File: config.mk
export PLATFORM = sky130hd
export DESIGN_NAME = rx_immunity_ctrl
export DESIGN_NICKNAME = d
export VERILOG_FILES = /design/src/rtl/imm_pkg.sv /design/src/rtl/imm_rssi_zone.sv /design/src/rtl/imm_event_arb.sv /design/src/rtl/imm_ladder.sv /design/src/rtl/rx_immunity_ctrl.sv
export SDC_FILE = /design/constraint.sdc
export NUM_CORES = 1
export LEC_CHECK = 0
export BUFFER_PORTS_ARGS = -buffer_cell sky130_fd_sc_hd__buf_4
export CAP_MARGIN = 20
export CORE_AREA = 2 2 76 71
export DETAILED_ROUTE_END_ITERATION = 8
export DIE_AREA = 0 0 78 73
export GPL_ROUTABILITY_DRIVEN = 1
export PLACE_DENSITY = 0.95
export SLEW_MARGIN = 20
export SYNTH_ARGS = -nofsm -noshare
export SYNTH_HDL_FRONTEND = slang
export SYNTH_HIERARCHICAL = 1
export SYNTH_SLANG_ARGS = --single-unit
File: constraint.sdc
create_clock -name clk -period 6.25 [get_ports clk]
set_input_delay 1.5625 -clock clk [delete_from_list [all_inputs] [get_ports clk]]
set_output_delay 1.5625 -clock clk [all_outputs]
set_load 0.02 [all_outputs]
File: src/rtl/imm_pkg.sv
package imm_pkg;

    // Winning event after priority arbitration
    typedef enum logic [2:0] {
        EV_NONE  = 3'd0,
        EV_RESET = 3'd1,
        EV_SET   = 3'd2,
        EV_OFDM  = 3'd3,
        EV_CCK   = 3'd4,
        EV_LOWER = 3'd5
    } imm_event_e;

    // RSSI range relative to the two thresholds
    typedef enum logic [1:0] {
        ZN_OFF  = 2'd0,
        ZN_LOW  = 2'd1,
        ZN_MID  = 2'd2,
        ZN_HIGH = 2'd3
    } rssi_zone_e;

    // Selector codes of the direct set command
    localparam logic [2:0] SEL_NI  = 3'd0;
    localparam logic [2:0] SEL_SI  = 3'd1;
    localparam logic [2:0] SEL_FS  = 3'd2;
    localparam logic [2:0] SEL_WSD = 3'd3;
    localparam logic [2:0] SEL_CCK = 3'd4;

endpackage

File: src/rtl/imm_rssi_zone.sv
module imm_rssi_zone #(
    parameter int RSSI_W = 8
) (
    input  logic signed [RSSI_W-1:0] rssi_i,
    input  logic signed [RSSI_W-1:0] lo_i,
    input  logic signed [RSSI_W-1:0] hi_i,
    input  logic                     en_i,
    output imm_pkg::rssi_zone_e      zone_o
);
    import imm_pkg::*;

    always_comb begin
        if (!en_i)             zone_o = ZN_OFF;
        else if (rssi_i > hi_i) zone_o = ZN_HIGH;
        else if (rssi_i > lo_i) zone_o = ZN_MID;
        else                    zone_o = ZN_LOW;
    end

endmodule

File: src/rtl/imm_event_arb.sv
module imm_event_arb (
    input  logic                ofdm_i,
    input  logic                cck_i,
    input  logic                lower_i,
    input  logic                reset_i,
    input  logic                set_i,
    output imm_pkg::imm_event_e ev_o
);
    import imm_pkg::*;

    // Fixed priority: reset, set, OFDM, CCK, lower
    always_comb begin
        if (reset_i)      ev_o = EV_RESET;
        else if (set_i)   ev_o = EV_SET;
        else if (ofdm_i)  ev_o = EV_OFDM;
        else if (cck_i)   ev_o = EV_CCK;
        else if (lower_i) ev_o = EV_LOWER;
        else              ev_o = EV_NONE;
    end

endmodule

File: src/rtl/imm_ladder.sv
module imm_ladder #(
    parameter int LVL_W = 3
) (
    input  imm_pkg::imm_event_e ev_i,
    input  imm_pkg::rssi_zone_e zone_i,
    input  logic               cck_chan_i,
    input  logic               restore_i,
    input  logic [2:0]         set_sel_i,
    input  logic [LVL_W-1:0]   set_val_i,
    input  logic [LVL_W-1:0]   max_ni_i,
    input  logic [LVL_W-1:0]   max_si_i,
    input  logic [LVL_W-1:0]   max_fs_i,
    input  logic [LVL_W-1:0]   cur_ni_i,
    input  logic [LVL_W-1:0]   cur_si_i,
    input  logic [LVL_W-1:0]   cur_fs_i,
    input  logic               cur_wsd_i,
    input  logic               cur_cck_i,
    output logic [LVL_W-1:0]   nxt_ni_o,
    output logic [LVL_W-1:0]   nxt_si_o,
    output logic [LVL_W-1:0]   nxt_fs_o,
    output logic               nxt_wsd_o,
    output logic               nxt_cck_o
);
    import imm_pkg::*;

    localparam logic [LVL_W-1:0] LVL_ZERO = '0;
    localparam logic [LVL_W-1:0] LVL_ONE  = LVL_W'(1);

    logic ni_can_up, si_can_up, fs_can_up;
    logic si_can_dn, ni_can_dn, fs_can_dn;
    logic rssi_took;

    assign ni_can_up = cur_ni_i < max_ni_i;
    assign si_can_up = cur_si_i < max_si_i;
    assign fs_can_up = cur_fs_i < max_fs_i;
    assign ni_can_dn = cur_ni_i != LVL_ZERO;
    assign si_can_dn = cur_si_i != LVL_ZERO;
    assign fs_can_dn = cur_fs_i != LVL_ZERO;

    always_comb begin
        nxt_ni_o  = cur_ni_i;
        nxt_si_o  = cur_si_i;
        nxt_fs_o  = cur_fs_i;
        nxt_wsd_o = cur_wsd_i;
        nxt_cck_o = cur_cck_i;
        rssi_took = 1'b0;
        unique case (ev_i)
            EV_RESET: begin
                if (!restore_i) begin
                    nxt_ni_o  = LVL_ZERO;
                    nxt_si_o  = LVL_ZERO;
                    nxt_fs_o  = LVL_ZERO;
                    nxt_wsd_o = 1'b1;
                    nxt_cck_o = 1'b0;
                end
            end
            EV_SET: begin
                unique case (set_sel_i)
                    SEL_NI:  if (set_val_i <= max_ni_i) nxt_ni_o = set_val_i;
                    SEL_SI:  if (set_val_i <= max_si_i) nxt_si_o = set_val_i;
                    SEL_FS:  if (set_val_i <= max_fs_i) nxt_fs_o = set_val_i;
                    SEL_WSD: nxt_wsd_o = set_val_i[0];
                    SEL_CCK: nxt_cck_o = set_val_i[0];
                    default: ;
                endcase
            end
            EV_OFDM: begin
                if (ni_can_up) begin
                    nxt_ni_o = cur_ni_i + LVL_ONE;
                end else if (si_can_up) begin
                    nxt_si_o = cur_si_i + LVL_ONE;
                end else begin
                    unique case (zone_i)
                        ZN_HIGH: begin
                            if (cur_wsd_i) begin
                                nxt_wsd_o = 1'b0;
                                nxt_si_o  = LVL_ZERO;
                            end else if (fs_can_up) begin
                                nxt_fs_o = cur_fs_i + LVL_ONE;
                            end
                        end
                        ZN_MID: begin
                            nxt_wsd_o = 1'b1;
                            if (fs_can_up) nxt_fs_o = cur_fs_i + LVL_ONE;
                        end
                        ZN_LOW: begin
                            if (cck_chan_i) begin
                                nxt_wsd_o = 1'b0;
                                nxt_fs_o  = LVL_ZERO;
                            end
                        end
                        default: ;
                    endcase
                end
            end
            EV_CCK: begin
                if (ni_can_up) begin
                    nxt_ni_o = cur_ni_i + LVL_ONE;
                end else if (zone_i == ZN_HIGH || zone_i == ZN_MID) begin
                    if (fs_can_up) nxt_fs_o = cur_fs_i + LVL_ONE;
                end else if (zone_i == ZN_LOW && cck_chan_i) begin
                    nxt_fs_o = LVL_ZERO;
                end
            end
            EV_LOWER: begin
                unique case (zone_i)
                    ZN_MID: begin
                        if (!cur_wsd_i) begin
                            nxt_wsd_o = 1'b1;
                            rssi_took = 1'b1;
                        end else if (fs_can_dn) begin
                            nxt_fs_o  = cur_fs_i - LVL_ONE;
                            rssi_took = 1'b1;
                        end
                    end
                    ZN_LOW: begin
                        if (fs_can_dn) begin
                            nxt_fs_o  = cur_fs_i - LVL_ONE;
                            rssi_took = 1'b1;
                        end
                    end
                    default: ;
                endcase
                if (!rssi_took) begin
                    if (si_can_dn)      nxt_si_o = cur_si_i - LVL_ONE;
                    else if (ni_can_dn) nxt_ni_o = cur_ni_i - LVL_ONE;
                end
            end
            default: ;
        endcase
    end

endmodule

File: src/rtl/rx_immunity_ctrl.sv
module rx_immunity_ctrl #(
    parameter int LVL_W  = 3,
    parameter int RSSI_W = 8
) (
    input  logic                     clk,
    input  logic                     rst_n,
    input  logic                     ofdm_trig_i,
    input  logic                     cck_trig_i,
    input  logic                     lower_req_i,
    input  logic                     reset_req_i,
    input  logic                     restore_i,
    input  logic                     set_req_i,
    input  logic [2:0]               set_sel_i,
    input  logic [LVL_W-1:0]         set_val_i,
    input  logic signed [RSSI_W-1:0] rssi_i,
    input  logic signed [RSSI_W-1:0] rssi_lo_i,
    input  logic signed [RSSI_W-1:0] rssi_hi_i,
    input  logic                     rssi_en_i,
    input  logic                     cck_chan_i,
    input  logic [LVL_W-1:0]         max_ni_i,
    input  logic [LVL_W-1:0]         max_si_i,
    input  logic [LVL_W-1:0]         max_fs_i,
    output logic [LVL_W-1:0]         ni_lvl_o,
    output logic [LVL_W-1:0]         si_lvl_o,
    output logic [LVL_W-1:0]         fs_lvl_o,
    output logic                     wsd_on_o,
    output logic                     cck_thr_hi_o,
    output logic                     ni_up_o,
    output logic                     ni_dn_o,
    output logic                     si_up_o,
    output logic                     si_dn_o,
    output logic                     fs_up_o,
    output logic                     fs_dn_o,
    output logic                     done_o
);
    import imm_pkg::*;

    typedef struct packed {
        logic [LVL_W-1:0] ni;
        logic [LVL_W-1:0] si;
        logic [LVL_W-1:0] fs;
        logic             wsd;
        logic             cck;
        logic             ni_up;
        logic             ni_dn;
        logic             si_up;
        logic             si_dn;
        logic             fs_up;
        logic             fs_dn;
        logic             done;
    } ctl_t;

    localparam ctl_t CTL_RST = '{ni: '0, si: '0, fs: '0, wsd: 1'b1, default: 1'b0};

    ctl_t ctl_d, ctl_q;

    imm_event_e ev;
    rssi_zone_e zone;
    logic [LVL_W-1:0] nxt_ni, nxt_si, nxt_fs;
    logic nxt_wsd, nxt_cck;

    imm_event_arb u_arb (
        .ofdm_i  (ofdm_trig_i),
        .cck_i   (cck_trig_i),
        .lower_i (lower_req_i),
        .reset_i (reset_req_i),
        .set_i   (set_req_i),
        .ev_o    (ev)
    );

    imm_rssi_zone #(.RSSI_W(RSSI_W)) u_zone (
        .rssi_i (rssi_i),
        .lo_i   (rssi_lo_i),
        .hi_i   (rssi_hi_i),
        .en_i   (rssi_en_i),
        .zone_o (zone)
    );

    imm_ladder #(.LVL_W(LVL_W)) u_ladder (
        .ev_i       (ev),
        .zone_i     (zone),
        .cck_chan_i (cck_chan_i),
        .restore_i  (restore_i),
        .set_sel_i  (set_sel_i),
        .set_val_i  (set_val_i),
        .max_ni_i   (max_ni_i),
        .max_si_i   (max_si_i),
        .max_fs_i   (max_fs_i),
        .cur_ni_i   (ctl_q.ni),
        .cur_si_i   (ctl_q.si),
        .cur_fs_i   (ctl_q.fs),
        .cur_wsd_i  (ctl_q.wsd),
        .cur_cck_i  (ctl_q.cck),
        .nxt_ni_o   (nxt_ni),
        .nxt_si_o   (nxt_si),
        .nxt_fs_o   (nxt_fs),
        .nxt_wsd_o  (nxt_wsd),
        .nxt_cck_o  (nxt_cck)
    );

    always_comb begin
        ctl_d       = ctl_q;
        ctl_d.ni    = nxt_ni;
        ctl_d.si    = nxt_si;
        ctl_d.fs    = nxt_fs;
        ctl_d.wsd   = nxt_wsd;
        ctl_d.cck   = nxt_cck;
        ctl_d.ni_up = nxt_ni > ctl_q.ni;
        ctl_d.ni_dn = nxt_ni < ctl_q.ni;
        ctl_d.si_up = nxt_si > ctl_q.si;
        ctl_d.si_dn = nxt_si < ctl_q.si;
        ctl_d.fs_up = nxt_fs > ctl_q.fs;
        ctl_d.fs_dn = nxt_fs < ctl_q.fs;
        ctl_d.done  = ev != EV_NONE;
    end

    always_ff @(posedge clk or negedge rst_n) begin
        if (!rst_n) ctl_q <= CTL_RST;
        else        ctl_q <= ctl_d;
    end

    assign ni_lvl_o     = ctl_q.ni;
    assign si_lvl_o     = ctl_q.si;
    assign fs_lvl_o     = ctl_q.fs;
    assign wsd_on_o     = ctl_q.wsd;
    assign cck_thr_hi_o = ctl_q.cck;
    assign ni_up_o      = ctl_q.ni_up;
    assign ni_dn_o      = ctl_q.ni_dn;
    assign si_up_o      = ctl_q.si_up;
    assign si_dn_o      = ctl_q.si_dn;
    assign fs_up_o      = ctl_q.fs_up;
    assign fs_dn_o      = ctl_q.fs_dn;
    assign done_o       = ctl_q.done;

endmodule

# Yosys cells after proc, flatten, opt, wreduce, memory -nomap -nowiden
# Index checks and enable logic that the tools add are counted.
[totals]
register_bits = 18
out_inout_bits = 18
inputBits = 49
word_cells = 121
[classes]
n_eq_ne = 20
add_sub_neg = 6
reduce_logical = 12
n_lt_le_gt_ge = 14
muxes = 57
[ops]
columns = ["operator", "n"]
rows = [
  ["3-bit two-way mux", 34],
  ["3-bit one-hot mux with 4 select lines", 2],
  ["3-bit < comparator", 6],
  ["8-bit greater-than comparator", 2],
  ["3-bit one-hot mux with 5 select lines", 1],
  ["3-bit by 2-bit == test with 1-bit output (second input constant)", 4],
  ["3-bit nonzero test", 4],
  ["1-bit two-way mux", 11],
  ["2-bit != test (second input constant)", 5],
  ["3-bit by 1-bit adder with 3-bit output (second input constant)", 3],
  ["3-bit == test (second input constant)", 3],
  ["3-bit greater-than comparator", 3],
  ["3-bit <= comparator", 3],
  ["3-bit one-hot mux with 3 select lines", 1],
  ["3-bit by 1-bit subtractor with 3-bit output (second input constant)", 3],
  ["8-bit AND reduction", 1],
  ["3-bit by 1-bit == test with 1-bit output (second input constant)", 2],
  ["2-bit two-way mux", 3],
  ["3-bit one-hot mux with 2 select lines", 1],
  ["2-bit == test (second input constant)", 2],
  ["4-bit by 1-bit != test with 1-bit output (second input constant)", 1],
  ["1-bit one-hot mux with 2 select lines", 2],
  ["1-bit one-hot mux with 4 select lines", 1],
  ["4-bit nonzero test", 1],
  ["10 further kinds", 10],
]

# Logic depth before layout (Yosys ltp)
# Gate-level depths: netlist (run 1).
[logic_depth]
depth_word = 11
depth_mapped = 20
ltp_nobuf = 20

# Hierarchy
# The synthesis (run 1) kept the hierarchy.
[by_module_without_submodules]
columns = ["mod", "instances", "area_each_um2", "seq_area_each_um2", "cells_per_inst"]
rows = [
  ["imm_ladder", 1, 1634.1, 0.0, 243],
  ["rx_immunity_ctrl", 1, 676.9, 451.7, 48],
  ["imm_rssi_zone", 1, 478.0, 0.0, 63],
  ["imm_event_arb", 1, 37.5, 0.0, 7],
]

# Least setup slack after synthesis (run 1)
# No wires, ideal clock.
[synth_path]
path_type = "input port to flip-flop"
start = "input rssi_hi_i[5]"
end = "register ctl_q, in the netlist ni_up_o"
t_required_ns = 6.168
setup_ns = 0.082
arrival_time_ns = 5.221
path_stages = 19
path_slack_ns = 0.947
cell_sequence = "inv_1 ha_1 a21oi_1 o21ai_0 a311oi_1 mux2i_1 o21bai_1 inv_1 ha_1 nor2_4 o22ai_2 a2111oi_4 nor3_1 or4b_1 a221o_1 ha_1 nand2_1 o21a_1 a31oi_1"
[synth_lines]
columns = ["element", "line", "text"]
rows = [
  ["start, declared", "rx_immunity_ctrl.sv:17", "input logic signed [RSSI_W-1:0] rssi_hi_i,"],
  ["end signal, assigned", "rx_immunity_ctrl.sv:119", "else ctl_q <= ctl_d;"],
  ["end, declared", "rx_immunity_ctrl.sv:55", "ctl_t ctl_d, ctl_q;"],
]

==> results of run 1 <==
worst paths after layout:
kind                             startpoint           to  slack, ps  depth (start not counted)
worst max-delay path              rssi_i[5]      ni_up_o        700                         19
worst min-delay path            ni_lvl_o[1]  ni_lvl_o[1]        690                          1
worst max register to register  ni_lvl_o[2]      ni_up_o       2870                         10
worst min register to register  ni_lvl_o[1]  ni_lvl_o[1]        690                          1
max in group asynchronous             rst_n     wsd_on_o       4830                          1
min in group asynchronous             rst_n      ni_dn_o       1160                          1
placed cells by master (no fill, tap or decap), drive strengths merged, types with 3 or more instances in the layout:
| cell | count |
|---|---|
| nand3b | 3 |
| a2111oi | 3 |
| a21oi | 23 |
| dfrtp | 17 |
| and3 | 3 |
| o21a | 5 |
| a31oi | 6 |
| or4b | 3 |
| o211ai | 4 |
| nand2 | 26 |
| nand2b | 6 |
| nor2b | 11 |
| o22ai | 4 |
| clkbuf | 4 |
| buf | 68 |
| nor3 | 10 |
| a21o | 8 |
| a221o | 6 |
| a211oi | 5 |
| ha | 53 |
| nor4 | 3 |
| nor2 | 27 |
| nand3 | 8 |
| o21ai | 20 |
| or3 | 3 |
| mux2i | 7 |
| inv | 49 |
| a311oi | 3 |
| a211o | 3 |
logic make-up after synthesis:
logic type | after synthesis | share of synthesized area, %
xor gates and xnor gates | 1 | 0.3099
DFF | 18 | 15.98
adders and majority gates | 53 | 23.46
buffers and inverters | 60 | 8.101
and+or+nand+nor | 113 | 21.03
AOI/OAI and AO/OA | 108 | 28.24
muxes | 8 | 2.877
where the power goes:
group          total [mW]  leakage, nW  internal (mW)  switching, mW
clock               0.100       0.0288         0.0562         0.0439
sequential          0.202        0.232          0.154         0.0489
combinational       0.556         1.42          0.240          0.316
layer usage:
metal / GRT usage (%) / up-vias
li1: - / 1434
met1: 37.46 / 1398
met2: 44.73 / 169
met3: 5.198 / 12
met4: 7.602 / 0
met5: 0 / -
worst register-to-register path: stages, from the launching register on:
cell     delay [ps]
dfrtp_1         580
ha_1            320
a21oi_1         150
o21a_1          520
a21oi_1         150
or4b_1          570
a221o_1         330
ha_1            310
nand2_1          60
o21a_1          170
a31oi_1         140
final cells by class:
cell class              instances  area share, %
well taps                      67          2.439
repair buffers                 68          14.85
inverters                      49          5.351
multi-input cells             283          62.61
clock buffers                   4          1.602
flip-flops and latches         18          13.14
state kept, by name, summed over array words and instances, names as in the netlist:
signal,count
fs_lvl_o,3
ni_lvl_o,3
si_lvl_o,3
cck_thr_hi_o,1
done_o,1
fs_dn_o,1
fs_up_o,1
ni_dn_o,1
ni_up_o,1
si_dn_o,1
si_up_o,1
wsd_on_o,1
stage by stage:
stage          power, mW  setup slack, ps  utilization (%)  cells
2_1_floorplan     0.5782            947.2                -    361
3_3_place_gp      0.7237            645.5            67.58    485
3_5_place_dp      0.7419            513.0            67.58    485
4_1_cts           0.8475            774.4            68.68    489
5_1_grt           0.9288            509.5            68.68    489
6_report          0.8583            703.2            68.68    489
==> impl_metrics.py, run 1 <==
metrics = {
    "clock_network": {
        "cts_setup_buffers": 0,
        "htreeDepth": 1,
        "clk_latency_ps": 260,
        "cts-root-buf": "clkbuf_8",
        "cts_buffer_depth": 2,
        "clkSlewWorstSetupHoldPaths_ps": 70,
        "cts_tree": "built",
        "holdBufCountCts": 0,
        "cts_resized": 0,
        "cts_buffers": 3,
        "cts_sinks": 18,
    },
    "timing": {
        "maxSlewHeadroom_pct": 60.67,
        "fin_crit_ps": 5547,
        "hold_viol": 0,
        "fin_setup_tns_ps": 0,
        "worst_pin_slew_ps": 586.4,
        "fmax_ghz": 0.1803,
        "whs_ps": 691.4,
        "setup_viol": 0,
        "rsz0062_at_grt": "false",
        "period_share_pct": 88.75,
        "slew_viol_final": 0,
        "final.setup_skew_ps": 1.028,
    },
    "placement": {
        "gp_congestion": 0.9334,
        "io_buffers": 66,
        "placed_area_um2": 3382,
        "hpwl_um": 5802,
    },
    "run": {
        "cap_violations": 0,
    },
    "pwr": {
        "max-vdd-ir-drop_uv": 169.7,
        "power_density_nw_per_um2": 249.7,
        "leakage_nw": 1.677,
    },
    "worst_setup_path": {
        "crit_path_start_kind": "input port",
        "critPathCaptureType": "flip-flop",
        "cp_max_fo": 5,
        "crit_type": "in -> reg",
        "path_cells": "buf_4 > ha_1 > a21oi_1 > o21ai_0 > a311oi_1 > mux2i_1 > o21bai_1 > inv_1 > ha_1 > nor2_4 > o22ai_2 > a2111oi_4 > nor3_1 > or4b_1 > a221o_1 > ha_1 > nand2_1 > o21a_1 > a31oi_1",
        "path_delay_family": "compound AO/OA/AOI/OAI gates",
        "cp.required_ps": 6440,
        "slowest_stage": "or4b_1",
        "slowest_delay_ps": 500,
        "crit_top_cell": "ha_1",
        "crit_arrival_ps": 5730,
        "worstPathBufferInverterCount": 2,
    },
    "detailed_routing": {
        "route.met3.wl_um": 658,
        "drt_pass1_iterations": 5,
        "via_per_inst": 6.162,
        "postRouteAntennaNets": 0,
        "maxUsedRoutingLayer": "met4",
        "m1WireLength_um": 3270,
        "drc_errors": 0,
        "vias": 3013,
        "wl_met2_um": 3514,
        "drtIter0Drc": 427,
        "wl_per_cell_um": 15.38,
        "drt-total-wl_um": 7520,
    },
    "synth": {
        "synth_edf_count": 0,
        "synth.distinct_cells": 62,
        "synth.yosys.seq_area_share_pct": 15.98,
        "syn_area_um2": 2826,
        "synthCells": 361,
        "yosys_warnings": 6,
        "synth_fp_nets": 463,
        "synth-async-reset-ratio_pct": 100.0,
        "yosys_register_bits": 18,
        "synth_ff_type": "dfrtp_1",
        "synth_area_leaders": "ha_1 (23%), dfrtp_1 (15%), inv_1 (6.5%), a21oi_1 (4.1%), nor2_1 (3.5%)",
        "synth_area_per_cell_um2": 7.830,
        "synth_commonest_cells": "ha_1 (53), inv_1 (49), nor2_1 (26), nand2_1 (24), a21oi_1 (23)",
        "synth_most_common_cell": "ha_1",
        "synth_largest_area_cell": "ha_1",
        "synth_top_area_share_pct": 23.46,
    },
    "die": {
        "ios": 67,
        "die_area_um2": 5694,
        "dieWidth_um": 78,
        "rows": 25,
        "initial_core_util_pct": 56.48,
        "core_area_um2": 5005,
        "die_h_um": 73,
    },
    "outcome": {
        "status": "complete, no violations",
    },
    "global_routing": {
        "grt_pass1_vias": 2842,
        "grt_overflow": 0,
        "grt_usage_pct": 27.44,
        "grt_max_degree": 23,
        "antenna_found_initial": 0,
        "grt_pass1_wl_um": 12700,
    },
    "final_layout": {
        "final_area_um2": 3437,
        "final_nets": 525,
        "seq_area_um2": 451.7,
        "multiInputGateArea_um2": 2152,
        "n_antenna_cell": 0,
        "n_fill_cell": 395,
        "syn2layout_area_growth_pct": 21.60,
        "layout-drive-gt1-share_pct": 21.09,
    },
    "min_path": {
        "min_path_type": "reg -> reg",
    },
}
Note: power is estimated with default switching activity, not from simulation.
==> run 2: changes to the inputs <==
--- a/config.mk
+++ b/config.mk
@@ -8,9 +8,10 @@
 export BUFFER_PORTS_ARGS = -buffer_cell sky130_fd_sc_hd__buf_4
 export CAP_MARGIN = 20
-export CORE_AREA = 2 2 76 71
+export CORE_AREA = 2 2 79 74
 export DETAILED_ROUTE_END_ITERATION = 8
-export DIE_AREA = 0 0 78 73
+export DIE_AREA = 0 0 81 76
 export GPL_ROUTABILITY_DRIVEN = 1
-export PLACE_DENSITY = 0.95
+export PLACE_DENSITY = 0.91
+export SKIP_CTS_REPAIR_TIMING = 1
 export SLEW_MARGIN = 20
 export SYNTH_ARGS = -nofsm -noshare
==> constraint.sdc (replaced) <==
create_clock -name clk -period 6.25 [get_ports clk]
set_input_delay 0.9375 -clock clk [delete_from_list [all_inputs] [get_ports clk]]
set_output_delay 0.9375 -clock clk [all_outputs]
set_load 0.02 [all_outputs]
==> run 2 against run 1 <==
Sequential cell count stayed put. Cell count is 0.61% higher. First-iteration DRC count is 25% lower. Highest routed layer unchanged.
==> impl_metrics.py, run 2 (synthesis gave the netlist of run 1 again) <==
metrics = {
    "final_layout": {
        "n_fill_cell": 490,
        "final_common_cell": "buf_4",
        "n_antenna_cell": 0,
        "syn2layout_area_growth_pct": 21.74,
        "layout-drive-gt1-share_pct": 21.09,
        "final_cell_mix": "buf_4 (68), ha_1 (53), inv_1 (49), nor2_1 (26), nand2_1 (24)",
        "seq_area_um2": 451.7,
        "multiInputGateArea_um2": 2152,
        "final_nets": 525,
    },
    "detailed_routing": {
        "postRouteAntennaNets": 0,
        "drt-total-wl_um": 7970,
        "vias": 2962,
        "via_per_inst": 6.020,
        "drt_pass1_iterations": 5,
        "wl_per_cell_um": 16.20,
        "drc_errors": 0,
        "drtIter0Drc": 321,
    },
    "worst_setup_path": {
        "worstReg2RegEnd": "ni_up_o",
        "crit_type": "in -> reg",
        "crit_path_start_kind": "input port",
        "slowest_stage": "or4b_1",
        "r2r_cells": 10,
        "cp.required_ps": 6440,
        "r2r-start": "ni_lvl_o[2]",
        "cp_max_fo": 5,
        "slowest_delay_ps": 490,
        "r2r_setup_slack_ps": 2930,
        "crit_top_cell": "ha_1",
        "path_cells": "buf_4 > ha_1 > a21oi_1 > o21ai_0 > a311oi_1 > mux2i_1 > o21bai_1 > inv_1 > ha_1 > nor2_4 > o22ai_2 > a2111oi_4 > nor3_1 > or4b_1 > a221o_1 > ha_1 > nand2_1 > o21a_1 > a31oi_1",
        "critPathCaptureType": "flip-flop",
        "crit_arrival_ps": 5170,
    },
    "clock_network": {
        "cts-root-buf": "clkbuf_8",
        "cts_buffer_depth": 2,
        "clkSlewWorstSetupHoldPaths_ps": 80,
        "cts_tree": "built",
        "htreeDepth": 1,
        "cts_buffers": 3,
        "cts_sinks": 18,
        "clk_latency_ps": 260,
    },
    "timing": {
        "fmax_ghz": 0.2008,
        "rsz0062_at_grt": "false",
        "maxSlewHeadroom_pct": 57.73,
        "worst_pin_slew_ps": 627.4,
        "period_share_pct": 79.67,
        "fin_setup_tns_ps": 0,
        "hold_viol": 0,
        "setup_viol": 0,
        "slew_viol_final": 0,
        "fin_crit_ps": 4979,
        "final.setup_skew_ps": 1.452,
        "whs_ps": 541.2,
    },
    "run": {
        "cap_violations": 0,
    },
    "pwr": {
        "power_density_nw_per_um2": 249.2,
        "p_total_mw": 0.8574,
        "p_comb_share_pct": 64.7,
        "power_frac_seq_pct": 23.4,
        "leakage_nw": 1.677,
        "intPower_mw": 0.4497,
        "p_sw_mw": 0.4077,
        "clkPwrFrac_pct": 11.9,
        "p_sw_share_pct": 47.55,
        "max-vdd-ir-drop_uv": 208.0,
    },
    "placement": {
        "hpwl_um": 6361,
        "io_buffers": 66,
        "gp_congestion": 0.9592,
    },
    "die": {
        "ios": 67,
        "dieWidth_um": 81,
        "die_area_um2": 6156,
        "die_h_um": 76,
        "rows": 26,
        "core_area_um2": 5400,
        "initial_core_util_pct": 52.34,
    },
    "global_routing": {
        "antenna_found_initial": 0,
        "grt_max_degree": 23,
        "grt_usage_pct": 26.50,
        "grt_pass1_vias": 2921,
        "grt_pass1_wl_um": 13250,
        "grt_overflow": 0,
    },
    "outcome": {
        "status": "complete, no violations",
    },
    "min_path": {
        "min_path_type": "in -> async",
    },
}
run 2: cell counts in the layout (fill, tap and decap cells not counted):
Identical to the previous run, type by type.
run 2: layer usage:
| layer | wire length (um) | part of all wire [%] | global-route usage [%] |
|---|---|---|---|
| met3 | 521 | 6.5 | 3.910 |
| met2 | 3837 | 48 | 44.05 |
| met5 | 0 | 0 | 0 |
| met1 | 3495 | 44 | 36.42 |
| met4 | 116 | 1.5 | 5.085 |
run 2: through the flow:
step	instances	utilization (%)	worst slack (ps)	cell area, um2
floorplan	361	-	1572	2826
global placement	488	62.70	1255	3386
detailed placement	488	62.70	1064	3386
CTS	492	63.72	1325	3441
global route	492	63.72	911.1	3441
finish	492	63.72	1271	3441
run 2: power by group through the flow:
stage | combinational, mW | sequential, mW | clock [mW]
detailed placement | 0.543 | 0.203 | 0
global route | 0.614 | 0.207 | 0.107
floorplan | 0.354 | 0.224 | 0
finish | 0.555 | 0.201 | 0.102
global placement | 0.523 | 0.202 | 0
CTS | 0.547 | 0.201 | 0.100
run 2: worst max-delay path by stage:
stage                       startpoint       to  slack, ps  cells past startpoint
after floorplan           rssi_hi_i[5]  ni_up_o       1570                     19
after global placement       rssi_i[5]  ni_up_o       1260                     19
after detailed placement     rssi_i[5]  ni_up_o       1060                     19
after CTS                    rssi_i[5]  ni_up_o       1320                     19
after global routing         rssi_i[5]  ni_up_o        910                     19
final                        rssi_i[5]  ni_up_o       1270                     19
run 2: area by class of cell:
| type | instances | share of cell area (%) |
|---|---|---|
| Sequential cell | 18 | 13.13 |
| Timing Repair Buffer | 68 | 14.84 |
| Inverter | 49 | 5.345 |
| Multi-Input combinational cell | 283 | 62.55 |
| Tap cell | 70 | 2.545 |
| Clock buffer | 4 | 1.600 |
run 2: worst max-delay path, delay by kind of cell:
family	cells	cell delay (ps)
adders and majority gates	3	900
buffers and inverters	2	220
muxes	1	280
AOI/OAI and AO/OA	9	2030
and+or+nand+nor	4	800
